<file path="config.mk">
export PLATFORM = sky130hd
export DESIGN_NAME = nand_ecc_acc
export DESIGN_NICKNAME = d
export VERILOG_FILES = /design/src/rtl/nand_ecc_pkg.sv /design/src/rtl/ecc_qualify.sv /design/src/rtl/ecc_counter.sv /design/src/rtl/ecc_parity.sv /design/src/rtl/nand_ecc_acc.sv
export SDC_FILE = /design/constraint.sdc
export NUM_CORES = 1
export LEC_CHECK = 0
export CORE_MARGIN = 1.5
export CORE_UTILIZATION = 39
export CTS_CLUSTER_SIZE = 12
export DETAILED_ROUTE_END_ITERATION = 12
export GPL_TIMING_DRIVEN = 0
export SLEW_MARGIN = 15
export SYNTH_ARGS = -nofsm -noshare
export SYNTH_HDL_FRONTEND = slang
export SYNTH_HIERARCHICAL = 1
export SYNTH_SLANG_ARGS = --single-unit
export TNS_END_PERCENT = 1
</file>
<file path="constraint.sdc">
create_clock -name clk -period 2.5 [get_ports clk]
set_input_delay 0.25 -clock clk [delete_from_list [all_inputs] [get_ports clk]]
set_output_delay 0.25 -clock clk [all_outputs]
set_load 0.02 [all_outputs]
</file>
<file path="src/rtl/nand_ecc_pkg.sv">
package nand_ecc_pkg;
    localparam int DATA_W    = 8;
    localparam int COL_PAIRS = 3;
    localparam int MIN_LG    = 8;
    localparam int MAX_LG    = 13;
    localparam int SEL_W     = 3;
    localparam int LG_W      = 4;
    localparam int NUM_SIZES = MAX_LG - MIN_LG + 1;
    localparam int CNT_W     = MAX_LG + 1;
    localparam int COL_W     = 2 * COL_PAIRS;
    localparam int LINE_W    = 2 * MAX_LG;
    localparam int CODE_W    = COL_W + LINE_W;

    typedef enum logic [1:0] {
        BUS_IDLE = 2'd0,
        BUS_DATA = 2'd1,
        BUS_CMD  = 2'd2,
        BUS_ADDR = 2'd3
    } bus_kind_t;

    typedef struct packed {
        logic [LINE_W-1:0] line;
        logic [COL_W-1:0]  col;
    } ecc_code_t;

    function automatic logic [LG_W-1:0] sel_to_lg(input logic [SEL_W-1:0] sel);
        if (int'(sel) >= NUM_SIZES)
            return LG_W'(MAX_LG);
        return LG_W'(MIN_LG + int'(sel));
    endfunction

    function automatic logic [COL_W-1:0] col_parity(input logic [DATA_W-1:0] d);
        logic [COL_W-1:0] c;
        c = '0;
        for (int k = 0; k < COL_PAIRS; k++) begin
            for (int b = 0; b < DATA_W; b++) begin
                if (((b >> k) & 1) == 1)
                    c[2*k+1] = c[2*k+1] ^ d[b];
                else
                    c[2*k] = c[2*k] ^ d[b];
            end
        end
        return c;
    endfunction
endpackage

</file>
<file path="src/rtl/ecc_qualify.sv">
module ecc_qualify
    import nand_ecc_pkg::*;
(
    input  logic      en,
    input  logic      done,
    input  logic      bank_sel,
    input  logic      rd_stb,
    input  logic      wr_stb,
    input  logic      cmd_cycle,
    input  logic      addr_cycle,
    output bus_kind_t kind,
    output logic      accept
);
    always_comb begin
        if (!bank_sel)
            kind = BUS_IDLE;
        else if (cmd_cycle)
            kind = BUS_CMD;
        else if (addr_cycle)
            kind = BUS_ADDR;
        else if (rd_stb || wr_stb)
            kind = BUS_DATA;
        else
            kind = BUS_IDLE;
    end

    assign accept = en && !done && (kind == BUS_DATA);
endmodule

</file>
<file path="src/rtl/ecc_counter.sv">
module ecc_counter
    import nand_ecc_pkg::*;
(
    input  logic              clk,
    input  logic              rst,
    input  logic              en,
    input  logic              accept,
    input  logic [LG_W-1:0]   lg,
    output logic [MAX_LG-1:0] idx,
    output logic              done
);
    logic [CNT_W-1:0] count_q;
    logic [CNT_W-1:0] block_len;
    logic [CNT_W-1:0] count_nxt;

    assign block_len = CNT_W'(1) << lg;
    assign count_nxt = count_q + CNT_W'(1);
    assign idx       = count_q[MAX_LG-1:0];

    always_ff @(posedge clk) begin
        if (rst || !en) begin
            count_q <= '0;
            done    <= 1'b0;
        end else if (accept) begin
            count_q <= count_nxt;
            if (count_nxt == block_len)
                done <= 1'b1;
        end
    end

    // the index advances only on an accepted byte
    a_r8_idx_hold: assert property (@(posedge clk) disable iff (rst)
        (en && !accept) |=> $stable(count_q));
endmodule

</file>
<file path="src/rtl/ecc_parity.sv">
module ecc_parity
    import nand_ecc_pkg::*;
(
    input  logic              clk,
    input  logic              rst,
    input  logic              en,
    input  logic              accept,
    input  logic [DATA_W-1:0] data,
    input  logic [MAX_LG-1:0] idx,
    input  logic [LG_W-1:0]   lg,
    output ecc_code_t         code
);
    ecc_code_t code_q;
    ecc_code_t code_nxt;
    logic      row_par;

    assign row_par = ^data;

    always_comb begin
        code_nxt = code_q;
        if (accept) begin
            code_nxt.col = code_q.col ^ col_parity(data);
            for (int j = 0; j < MAX_LG; j++) begin
                if (j < int'(lg)) begin
                    if (idx[j])
                        code_nxt.line[2*j+1] = code_q.line[2*j+1] ^ row_par;
                    else
                        code_nxt.line[2*j] = code_q.line[2*j] ^ row_par;
                end
            end
        end
    end

    always_ff @(posedge clk) begin
        if (rst || !en)
            code_q <= '0;
        else
            code_q <= code_nxt;
    end

    assign code = code_q;
endmodule

</file>
<file path="src/rtl/nand_ecc_acc.sv">
module nand_ecc_acc
    import nand_ecc_pkg::*;
(
    input  logic              clk,
    input  logic              rst,
    input  logic              ecc_en,
    input  logic [SEL_W-1:0]  page_sel,
    input  logic              bank_sel,
    input  logic              rd_stb,
    input  logic              wr_stb,
    input  logic              cmd_cycle,
    input  logic              addr_cycle,
    input  logic [DATA_W-1:0] bus_data,
    output logic [CODE_W-1:0] ecc_code,
    output logic              ecc_done
);
    bus_kind_t         kind;
    logic              accept;
    logic [LG_W-1:0]   lg;
    logic [MAX_LG-1:0] idx;
    ecc_code_t         code;

    assign lg = sel_to_lg(page_sel);

    ecc_qualify u_qual (
        .en         (ecc_en),
        .done       (ecc_done),
        .bank_sel   (bank_sel),
        .rd_stb     (rd_stb),
        .wr_stb     (wr_stb),
        .cmd_cycle  (cmd_cycle),
        .addr_cycle (addr_cycle),
        .kind       (kind),
        .accept     (accept)
    );

    ecc_counter u_cnt (
        .clk    (clk),
        .rst    (rst),
        .en     (ecc_en),
        .accept (accept),
        .lg     (lg),
        .idx    (idx),
        .done   (ecc_done)
    );

    ecc_parity u_par (
        .clk    (clk),
        .rst    (rst),
        .en     (ecc_en),
        .accept (accept),
        .data   (bus_data),
        .idx    (idx),
        .lg     (lg),
        .code   (code)
    );

    assign ecc_code = code;

    // command and address cycles leave the code alone
    a_r5_cmd_addr_ignored: assert property (@(posedge clk) disable iff (rst)
        (ecc_en && (cmd_cycle || addr_cycle)) |=> $stable(ecc_code));

    // no strobe or no bank select means no change
    a_r4_no_strobe: assert property (@(posedge clk) disable iff (rst)
        (ecc_en && (!bank_sel || (!rd_stb && !wr_stb))) |=> $stable(ecc_code));

    // a disabled cycle clears the result and the flag
    a_r7_clear: assert property (@(posedge clk) disable iff (rst)
        !ecc_en |=> (ecc_code == '0) && !ecc_done);

    // a finished block stays frozen while enabled
    a_r8_frozen: assert property (@(posedge clk) disable iff (rst)
        (ecc_en && ecc_done) |=> $stable(ecc_code) && ecc_done);

    // an accepted byte with odd row parity moves the code
    a_r11_update: assert property (@(posedge clk) disable iff (rst)
        (accept && (^bus_data)) |=> !$stable(ecc_code));
endmodule

</file>
## After elaboration in Yosys (flattened, before gate mapping)

Index checks and enable logic that the tools add are counted.
Widths: inputs -> output; s select.

- Equality and inequality tests: 2
- Multiplexer cells: 30
- Shift operators: 1
- $add $sub $neg: 2
- $lt $le $gt $ge: 14
- Reductions and logical operators: 34
- Bitwise operators: 57

Operators by type and width:

| cell | number |
|---|---|
| $reduce_and 3->1 | 26 |
| $xor 1x1->1 | 43 |
| $mux 1 | 25 |
| $lt 4x4->1 const A | 5 |
| $lt 3x4->1 const A | 4 |
| $add 14x1->14 const B | 1 |
| $eq 14x14->1 | 1 |
| $shl 1x4->14 const A | 1 |
| $not 1->1 | 13 |
| $lt 1x4->1 const A | 2 |
| $lt 2x4->1 const A | 2 |
| $mux 4 | 2 |
| $reduce_xor 8->1 | 1 |
| $mux 2 | 3 |
| $xor 6x6->6 | 1 |
| $add 4x3->4 const A | 1 |
| $ge 3x3->1 const B | 1 |
| $eq 2x1->1 const B | 1 |
| $logic_and 1x1->1 | 2 |
| $logic_not 1->1 | 2 |
| $logic_or 1x1->1 | 2 |
| $reduce_and 2->1 | 1 |

- Bits of input ports: 19
- Register bits: 47

## Longest topological paths before layout

- Depth in word-level cells: 16
- Depth in mapped cells: 8
- Gate-level depth less buffers: 7

## By module

Netlist, hierarchy kept.

By module, submodules not included:

| module | area an instance (µm²) | instances | seq. area each (µm²) | cells each |
|---|---|---|---|---|
| ecc_parity | 1605.3 | 1 | 640.6 | 195 |
| ecc_counter | 1292.5 | 1 | 300.3 | 163 |
| ecc_qualify | 45.0 | 1 | 0.0 | 7 |
| nand_ecc_acc | 21.3 | 1 | 0.0 | 4 |

## Least setup slack after synthesis

Ideal clock, no wire load.

- Path type: register to register
- From: register u_cnt.done
- To: register u_cnt.done
- Clock period less this slack: 2.420 ns
- Library setup time: 0.092 ns
- Setup slack: 0.080 ns
- Required time: 2.408 ns
- Stages on the path, launching flop included: 8
- Buffers on the path: 1
- Arrival: 2.328 ns
- Path through: dfxtp_1 > nor4_2 > clkbuf_1 > inv_1 > or4_1 > nor4b_2 > o2111ai_1 > o32ai_1

- Word-level cells in the longest chain between the ends: 4

Ends and longest elaborated chain:

| item | RTL line | text |
|---|---|---|
| from (decl) | ecc_counter.sv:10 | `output logic done` |
| from (signal assigned) | ecc_counter.sv:23 | `done <= 1'b0;` |
| from (signal assigned) | ecc_counter.sv:27 | `done <= 1'b1;` |
| $logic_not 1->1 | ecc_qualify.sv:27 | `assign accept = en && !done && (kind == BUS_DATA);` |
| $logic_and 1x1->1 (2 in a row) | ecc_qualify.sv:27 |  |
| net accept | nand_ecc_acc.sv:18 | `logic accept;` |
| $reduce_and 2->1 (no source line) | -- |  |

The timed path passes the listed nets, and every way through them passes these cells.
A chain may end at the register's enable or synchronous reset.

## Final worst setup path

- From: input port page_sel[2]
- To: register u_cnt.done

- Word-level cells in the longest chain between the ends: 6

Ends and longest elaborated chain:

| item | RTL line | text |
|---|---|---|
| from (decl) | nand_ecc_acc.sv:7 | `input logic [SEL_W-1:0] page_sel,` |
| $ge 3x3->1 | nand_ecc_pkg.sv:27 | `if (int'(sel) >= NUM_SIZES)` |
| $mux 1 | nand_ecc_pkg.sv:27 |  |
| $mux 4 (*) | nand_ecc_pkg.sv:29 | `return LG_W'(MIN_LG + int'(sel));` |
| net lg[2] | nand_ecc_acc.sv:19 | `logic [LG_W-1:0] lg;` |
| $shl 1x4->14 (*) | ecc_counter.sv:16 | `assign block_len = CNT_W'(1) << lg;` |
| $eq 14x14->1 (*) | ecc_counter.sv:26 | `if (count_nxt == block_len)` |
| $reduce_and 2->1 (no source line) (*) | -- |  |

Mark *: on every way through the listed nets, which the timed path passes. The rest lies on a longest branch.

==> results.txt <==
----------------------------------------------------
[Clock network]
  CTS clock-pin slew for the worst setup and hold paths ... 0.09 ns
  Worst-skew pair later-pin latency ... 0.30 ns
  TritonCTS Sinks ... 47
  Clk Tree Root Cell ... sky130_fd_sc_hd__clkbuf_8
  Buffer levels on the longest clock path ... 2
  H-tree levels ... 2
  Clock tree from TritonCTS ... yes
  Number of buffers created by CTS ... 5

[Route]
  Number of vias per cell after detailed routing ... a little over 5
  Post-detailed-route count of antenna-violating nets ... 0
  DRC violation count after routing ... 0
  Detailed-route wire length per cell ... 13.6 µm
  Wire length after detailed routing ... 7290 µm
  Detailed-routing iteration count for the pre-antenna-repair pass ... 4
  Count of vias placed by the detailed router ... 2769
  Number of violations reported at the end of detailed-routing iteration 0 ... 88

[STA]
  Worst Skew ... 0.00457 ns
  Slew @ Worst Pin ... 0.509 ns
  Tcrit/Tclk final ... between 90% and 100%
  Worst rel slew slack ... 65.9%
  Clock period minus final worst setup slack ... 2.39 ns
  Final setup vio count ... 0
  Number of pins with negative max-slew slack in the final report ... 0
  Maximum operating frequency ... 418 MHz
  Final critical-path setup slack ... 0.109 ns
  Hold Fails Final Rpt ... 0
  Worst hold margin ... between 0.3 and 0.4 ns

[Setup path]
  Master of the slowest instance on the critical path ... sky130_fd_sc_hd__clkdlybuf4s50_1
  Kind of cell adding the most delay to the critical path ... buffers and inverters
  Data required time of the critical path ... between 2 and 3 ns
  Endpoint type of the worst setup path ... flop
  Startpoint of the lowest-slack register-to-register path ... u_cnt/count_q[0]$_SDFFE_PP0P_
  Critical-path cell list ... clkdlybuf4s50_1, clkbuf_2, buf_2, nor4bb_1, xnor2_1, xnor2_1, nor3_1, o2111ai_2, o32ai_2
  Critical path startpoint category ... primary input
  Class of the most critical setup path ... in2reg
  Register-to-Register Setup Slack ... 0.23 ns
  Buf+Inv Stages, Crit Path ... 3
  R2r endpoint ... u_cnt/done$_SDFFE_PP0P_
  Worst Path Max Fanout ... 10
  Arrival time reported for the critical path endpoint ... between 2 and 3 ns
  Crit path top cell by count ... sky130_fd_sc_hd__xnor2_1
  Register-to-Register Path Depth ... 7
  Slowest stage delay, CP ... 0.54 ns

[Floorplan]
  Total core area ... 7290 µm²
  Floorplan row count ... 31
  Count of boundary I/O pins ... between 50 and 60
  Die Wd ... 89.9 µm
  Vertical extent of the die ... 89.9 µm
  Starting Density ... 40.4%
  Die footprint ... 8090 µm²

[Layout]
  Nets@finish ... 458
  Share of layout cells above drive strength 1 ... 12.8%
  Layout-stage area growth over the synthesis result ... 28.9%
  Antenna diode count ... 0
  Non-Filler Instances ... 538
  Post-Layout Inst Area ... 3800 µm²

[Placed design]
  Number of placed instances, taps included ... 525
  Pre-CTS setup slack ... -0.854 ns
  Detailed Place HPWL ... about 5500 µm
  Area of placed instances ... 3620 µm²
  Placer Congestion ... 0.838
  Port Buf Inserts ... 51

[Outcome]
  Status ... completed

[Synth]
  Count of warnings emitted by yosys ... 6
  Average instance area after synthesis ... a little over 8 µm²
  Syn Std Cell Area ... about 2900 µm²
  Cell count after synthesis ... 366

[Pwr]
  Power Density ... 400 nW/µm²
  Leak ... 1.26 nW
  Overall power consumption ... approximately 1.5 mW
  Worst vdd ir ... 0.267 mV

[Global route]
  Remaining global-route overflow ... 0
  Number of global-route vias before repair ... 2615
  Maximum number of pins on one net before global-route repair ... 15
  Global-route wire length before repair ... 12600 µm
  All-layer global routing usage ... 19.1%
  Number of antenna violations at the first check in global routing ... 0

[Flow run]
  Max-cap viol count ... 0

[Worst hold path]
  Endpoint with the worst hold slack ... u_par/code[28]$_SDFFE_PP0P_
  Worst hold path stage count ... 3
  Hold Crit Start ... ecc_en
  Worst min path class ... in2reg

----------------------------------------------------
==> report_power, final <==
group | switching [mW] | internal [mW]
clock network | 0.263 | 0.196
registers | 0.00207 | 0.750
logic | 0.201 | 0.109
==> per-stage QoR <==
step	utilization [%]	TNS, ns
2_1_floorplan	-	0
3_3_place_gp	49.6	-5.11
3_5_place_dp	49.6	-5.35
4_1_cts	51.1	0
5_1_grt	52.1	-0.00188
6_report	52.1	0
==> sequential cells by signal, indices dropped and copies added, names as in the netlist <==
register and flops:
u_cnt/done 1, u_cnt/count_q 14, u_par/code 32
==> layer usage <==
metal	share of wire (%)	up-vias	GRT usage, %
met2	46	68	31.0
met1	48	1284	25.9
met5	0	-	0
met4	1.2	0	5.16
met3	4.6	7	3.64
li1	-	1410	-
==> worst max path at each step <==
stage                                  startpoint                       to  slack, ns  cells past startpoint
after floorplan           u_cnt/done$_SDFFE_PP0P_  u_cnt/done$_SDFFE_PP0P_       0.08                      7
after global placement                     ecc_en  u_cnt/done$_SDFFE_PP0P_      -0.84                      9
after detailed placement                   ecc_en  u_cnt/done$_SDFFE_PP0P_      -0.85                      9
after CTS                                  ecc_en  u_cnt/done$_SDFFE_PP0P_     0.0004                      9
after global routing                    cmd_cycle  u_cnt/done$_SDFFE_PP0P_     -0.002                      9
final                                 page_sel[2]  u_cnt/done$_SDFFE_PP0P_       0.11                      9
==> worst reg2reg max path, delay by kind of cell (launching register included) <==
family	cells	cell delay, ns
and+or+nand+nor	2	0.71
AOI/OAI and AO/OA	2	0.44
xor gates and xnor gates	2	0.23
adders and majority gates	1	0.30
DFF	1	0.50
==> area by class of cell <==
| cell class | count | area [µm²] |
|---|---|---|
| sequential | 47 | 941 |
| clock inverter | 2 | 12.5 |
| multi-input combinational | 287 | 1870 |
| clock buffer | 6 | 72.6 |
| timing repair buffer | 56 | 551 |
| fill | 744 | 3490 |
| buffer | 38 | 221 |
| inverter | 3 | 11.3 |
| tap | 99 | 124 |
==> what timing repair did <==
item / CTS / global route
pin swaps: 1 / 3
resized for setup: 5 / 10
buffers inserted: 1 / 4
hold buffers: 0 / 0
hold endpoints to repair: 0 / 0
endpoints found under the setup margin: 1 / 1
==> cells in the final DEF, fill, tap and decap left out, types with 6 or more instances in the layout <==
cell	instances
sky130_fd_sc_hd__buf_4	18
sky130_fd_sc_hd__nor2_1	25
sky130_fd_sc_hd__a21oi_1	32
sky130_fd_sc_hd__or3_1	30
sky130_fd_sc_hd__xor2_1	21
sky130_fd_sc_hd__conb_1	10
sky130_fd_sc_hd__dfxtp_1	47
sky130_fd_sc_hd__nor3_1	6
sky130_fd_sc_hd__nand3_1	17
sky130_fd_sc_hd__clkdlybuf4s50_1	50
sky130_fd_sc_hd__xnor2_1	28
sky130_fd_sc_hd__nand3b_1	11
sky130_fd_sc_hd__nand2_1	17
sky130_fd_sc_hd__buf_2	6
sky130_fd_sc_hd__clkbuf_1	14
sky130_fd_sc_hd__clkbuf_8	6
sky130_fd_sc_hd__o21ai_0	29
No activity file was read; power rests on OpenSTA's default activity.
